==> src/rtl/pwr_good_ctl.sv <==
module pwr_good_ctl #(
  parameter bit          BREAKER_MODE = 1'b0,
  parameter int unsigned ASSERT_CYC   = 16,
  parameter int unsigned DEASSERT_CYC = 8,
  parameter int unsigned BLANK_CYC    = 32
) (
  input  logic clk,
  input  logic rst_n,
  input  logic inrush_done,
  input  logic above_rise,
  input  logic below_fall,
  input  logic uv_flt,
  input  logic ov_flt,
  input  logic ot_flt,
  input  logic overload_flt,
  input  logic ilim_short_flt,
  input  logic ilim_open_flt,
  input  logic oc_evt,
  output logic pwr_good
);

  localparam int unsigned MAXC = (ASSERT_CYC > DEASSERT_CYC) ? ASSERT_CYC : DEASSERT_CYC;
  localparam int unsigned CW   = $clog2(MAXC + 1);
  localparam int unsigned BW   = $clog2(BLANK_CYC + 1);
  localparam logic [CW-1:0] LOAD_UP   = CW'(ASSERT_CYC - 1);
  localparam logic [CW-1:0] LOAD_DN   = CW'(DEASSERT_CYC - 1);
  localparam logic [BW-1:0] BLANK_END = BW'(BLANK_CYC);

  logic [CW-1:0] dly_q;
  logic [BW-1:0] blank_q;
  logic          pg_q;

  // overcurrent is accepted at the pin but never qualifies anything
  logic unused_oc;
  assign unused_oc = oc_evt;

  logic mode_off, hard_off, open_late, go_up, go_dn, want;

  assign mode_off  = BREAKER_MODE & (ov_flt | overload_flt);
  assign hard_off  = uv_flt | ot_flt | ilim_short_flt | mode_off;
  assign open_late = ilim_open_flt & (blank_q == BLANK_END);
  assign go_up     = inrush_done & above_rise & ~hard_off & ~ilim_open_flt;
  assign go_dn     = below_fall | hard_off | open_late;
  assign want      = pg_q ? go_dn : go_up;

  always_ff @(posedge clk or negedge rst_n) begin
    if (!rst_n)                 blank_q <= '0;
    else if (!ilim_open_flt)    blank_q <= '0;
    else if (blank_q != BLANK_END) blank_q <= blank_q + BW'(1);
  end

  always_ff @(posedge clk or negedge rst_n) begin
    if (!rst_n) begin
      pg_q  <= 1'b0;
      dly_q <= LOAD_UP;
    end else if (!want) begin
      dly_q <= pg_q ? LOAD_DN : LOAD_UP;
    end else if (dly_q == '0) begin
      pg_q  <= ~pg_q;
      dly_q <= pg_q ? LOAD_UP : LOAD_DN;
    end else begin
      dly_q <= dly_q - CW'(1);
    end
  end

  assign pwr_good = pg_q;

endmodule

==> config.mk <==
export PLATFORM = sky130hd
export DESIGN_NAME = pwr_good_ctl
export DESIGN_NICKNAME = d
export VERILOG_FILES = /design/src/rtl/pwr_good_ctl.sv
export SDC_FILE = /design/constraint.sdc
export NUM_CORES = 1
export LEC_CHECK = 0
export BUFFER_PORTS_ARGS = -buffer_cell sky130_fd_sc_hd__buf_2
export CAP_MARGIN = 5
export CELL_PAD_IN_SITES_DETAIL_PLACEMENT = 1
export CELL_PAD_IN_SITES_GLOBAL_PLACEMENT = 1
export CORE_MARGIN = 4
export CORE_UTILIZATION = 41
export CTS_BUF_LIST = sky130_fd_sc_hd__clkbuf_4 sky130_fd_sc_hd__clkbuf_8
export DETAILED_ROUTE_END_ITERATION = 10
export GPL_ROUTABILITY_DRIVEN = 1
export PLACE_DENSITY_LB_ADDON = 0.2
export SLEW_MARGIN = 20
export SYNTH_ARGS = -nofsm -noshare
export SYNTH_HDL_FRONTEND = slang
export SYNTH_SLANG_ARGS = --single-unit
==> constraint.sdc <==
create_clock -name clk -period 1.95 [get_ports clk]
set_clock_uncertainty 0.05 [all_clocks]
set_input_delay 0.195 -clock clk [delete_from_list [all_inputs] [get_ports clk]]
set_output_delay 0.195 -clock clk [all_outputs]
set_load 0.05 [all_outputs]
==> summary.txt <==
Status
  • Status: finished, final reports clean

Synth
  • Multiplexer share of the synthesized area: 3.181%
  • Largest family of logic cells by synthesized area: simple AND/OR/NAND/NOR gates
  • Asr flop ratio synth: 100.0%
  • Post-synth top area share: 31.81%
  • Post-Synth Adder-Cell Area: 5.964%
  • Dominant synthesized flop cell: dfrtp_1
  • Top cells by area, synth: dfrtp_1 (32%), dfstp_2 (17%), ha_1 (6.0%)
  • Mapped Cells: 59
  • Post-synthesis sequential area ratio: 48.51%
  • Synth Area per Inst: 10.67 um^2
  • Synth unique cells: 22
  • Post-Synthesis Cell Area: 629.4 um^2
  • Compound-Gate Fraction of Synth Area: 3.976%
  • Yosys top cell by area: dfrtp_1
  • EDFF count, synth: 0
  • Xor/xnor share of the synthesized area: 9.742%
  • Synth Register Bits: 12
  • Syn nets: 74
  • Yosys Warn Count: 0
  • Post-Synth Simple-Gate Area: 25.65%

Final layout
  • Nets: 89
  • Area delta synth->final: 17.49%
  • Finished Core Util: 54.12%
  • Diode count: 0
  • Share of cells above drive strength 1: 28.77%

Pwr
  • Max VDD drop: 0.0005335 V
  • Switch Pwr: 0.1882 mW
  • Tot Pwr: 0.6272 mW
  • Leakage: 0.3535 nW
  • Comb power frac: 17.6%
  • Pint: 0.4390 mW
  • Switching Fraction: 30.01%
  • Reg power frac: 49.1%
  • Clock network fraction of total power: 33.3%
  • Pwr Density: 848.2 mW/mm^2

Setup path
  • Worst setup path end: dly_q[4]
  • Worst Path Required: 2120 ps
  • Worst R2R Path Depth: 6
  • Origin of the worst setup path: blank_q[0]
  • Critical setup path kind: reg2reg
  • Arrival time at the worst endpoint: 1760 ps
  • Startpoint types: flip-flop
  • Crit Path Max Fanout: 4
  • Register-to-Register Setup Slack: 350 ps
  • Worst R2R Start: blank_q[0]
  • R2R Path End: dly_q[4]
  • Critical Path End Type: flip-flop

Clocking
  • Clock buffer count from CTS: 3
  • CTS tree: done
  • Maximum clock insertion buffer count: 2
  • CTS sink count: 12
  • Htree depth: 1
  • Skew-Pair Late Insertion Delay: 280 ps
  • Reg clk slew, reported paths: 80 ps
  • Clock Tree Root: clkbuf_4

Detailed routing
  • Post-route antenna net violation count: 0
  • Via count: 461
  • Wire per inst: 14.16 um
  • Post-Route WL: 1246 um
  • DR vias/cell: 5.239
  • Drt pass-1 iters: 2
  • Drt drc: 0
  • Initial DRC count: 2

Placement
  • GP Congestion: 0.7022
  • IO buf count: 9
  • Post-Place Setup Slack: 407.6 ps
  • HPWL Detailed: 924.7 um

Floorplanning
  • DIE WIDTH: 47.18 um
  • FP Rows: 13
  • # IOs: 13
  • Core area: 0.001366 mm^2
  • Die Area: 0.002226 mm^2
  • Die outline height: 47.18 um
  • Starting Density: 46.06%

Timing
  • Final WS setup: 353.8 ps
  • Setup total negative slack: 0 ps
  • Final Hold Viols: 0
  • Tightest Pin Transition: 319.6 ps
  • FMAX: 626.5 MHz
  • Setup Viol. Count Final: 0
  • Crit share post-route: 81.86%
  • Final Max Tran Viols: 0
  • Slew headroom: 78.54%
  • RSZ-0062 raised after global routing: false
  • Tmin final: 1596 ps

Flow run
  • Max-cap viol count: 0

GRT
  • GRT Util Overall: 15.08%
  • GRT Residual Overflow: 0
  • Number of global-route vias before repair: 515
  • Largest net degree at the start of global routing: 13
  • Initial antenna violation count: 0
  • First-pass GRT wire length: 2228 um

Worst hold path
  • HP Class: in2reg
==> layer usage <==
layer	track usage [%]	share of wire (%)	vias up
li1	-	-	229
met1	18.41	49	215
met2	21.95	43	12
met3	3.448	3.7	5
met4	13.26	3.7	0
met5	0	0	-
==> timing repair <==
item,in CTS,in global routing
hold endpoints to repair,12,0
buffers inserted,0,0
hold buffers,1,0
resized for setup,0,0
==> power groups by stage <==
stage          registers, mW  clock network (mW)  logic (mW)
6_report               0.308               0.209       0.110
5_1_grt                0.314               0.230       0.127
4_1_cts                0.309               0.217       0.113
3_5_place_dp           0.313                   0       0.111
3_3_place_gp           0.311                   0       0.107
2_1_floorplan          0.331                   0      0.0535
==> synthesized netlist by cell type, types with 3 or more instances <==
cell type and number:
dfrtp_1 8, dfstp_2 4, ha_1 3, inv_1 4
nand2_1 3, nand3_1 4, nor2_1 9, xnor2_1 4
xor2_1 3
==> worst max-delay path, stage by stage (launching register included) <==
cell and delay [ps]:
dfrtp_1 400, inv_1 110, ha_1 160, nand2_1 110, nor4b_2 300, o22a_2 230, and3_1 180
==> registers in the layout, indices dropped and copies added, names as in the netlist <==
| register | count |
|---|---|
| blank_q | 6 |
| dly_q | 5 |
| pwr_good | 1 |
==> final cells by class <==
cell class / instances / area (um^2)
tap: 15 / 18.77
sequential: 12 / 305.3
clock buffer: 4 / 36.28
timing repair buffer: 10 / 55.05
multi-input combinational: 42 / 305.3
inverter: 5 / 18.77
fill: 166 / 626.9
==> placed cells by master (no fill, tap or decap) <==
cell type	count
dlygate4sd3_1	1
nand3b_1	2
and3_1	2
nor4_4	1
o22a_2	1
ha_1	3
dfrtp_1	8
inv_1	4
nor4b_2	1
xnor2_1	4
o22ai_1	1
nor3_1	2
nand3_1	4
dfstp_2	4
xor2_1	3
nand2_1	3
mux2i_1	2
clkbuf_8	1
a211o_1	1
clkbuf_4	3
inv_2	1
nor2_1	9
nand2b_1	1
nor3b_1	1
and4_1	1
buf_2	9
==> cells by family (layout without fill, tap and decap cells) <==
logic type	after synthesis	count (layout)
compound gates	3	3
xor+xnor	7	7
fa+ha+maj	3	3
buf+inv	5	19
flops	12	12
mux	2	2
simple gates	27	27
==> metrics by stage <==
stage / cells / hold WS, ps / instance area (um^2)
detailed placement: 83 / 39.49 / 693.2
global route: 88 / 148.2 / 739.5
CTS: 88 / 122.6 / 739.5
global placement: 83 / 40.51 / 693.2
finish: 88 / 127.5 / 739.5
floorplan: 59 / -150.6 / 629.4
==> worst min-delay path by stage <==
stage	cells after the start	end	from	slack (ps)
detailed placement	1	dly_q[4]	rst_n	40
floorplan	0	blank_q[0]	rst_n	-150
global placement	1	dly_q[4]	rst_n	40
global route	3	blank_q[4]	ilim_open_flt	150
CTS	3	blank_q[2]	ilim_open_flt	120
finish	3	blank_q[2]	ilim_open_flt	130
Note: power is estimated with default switching activity, not from simulation.
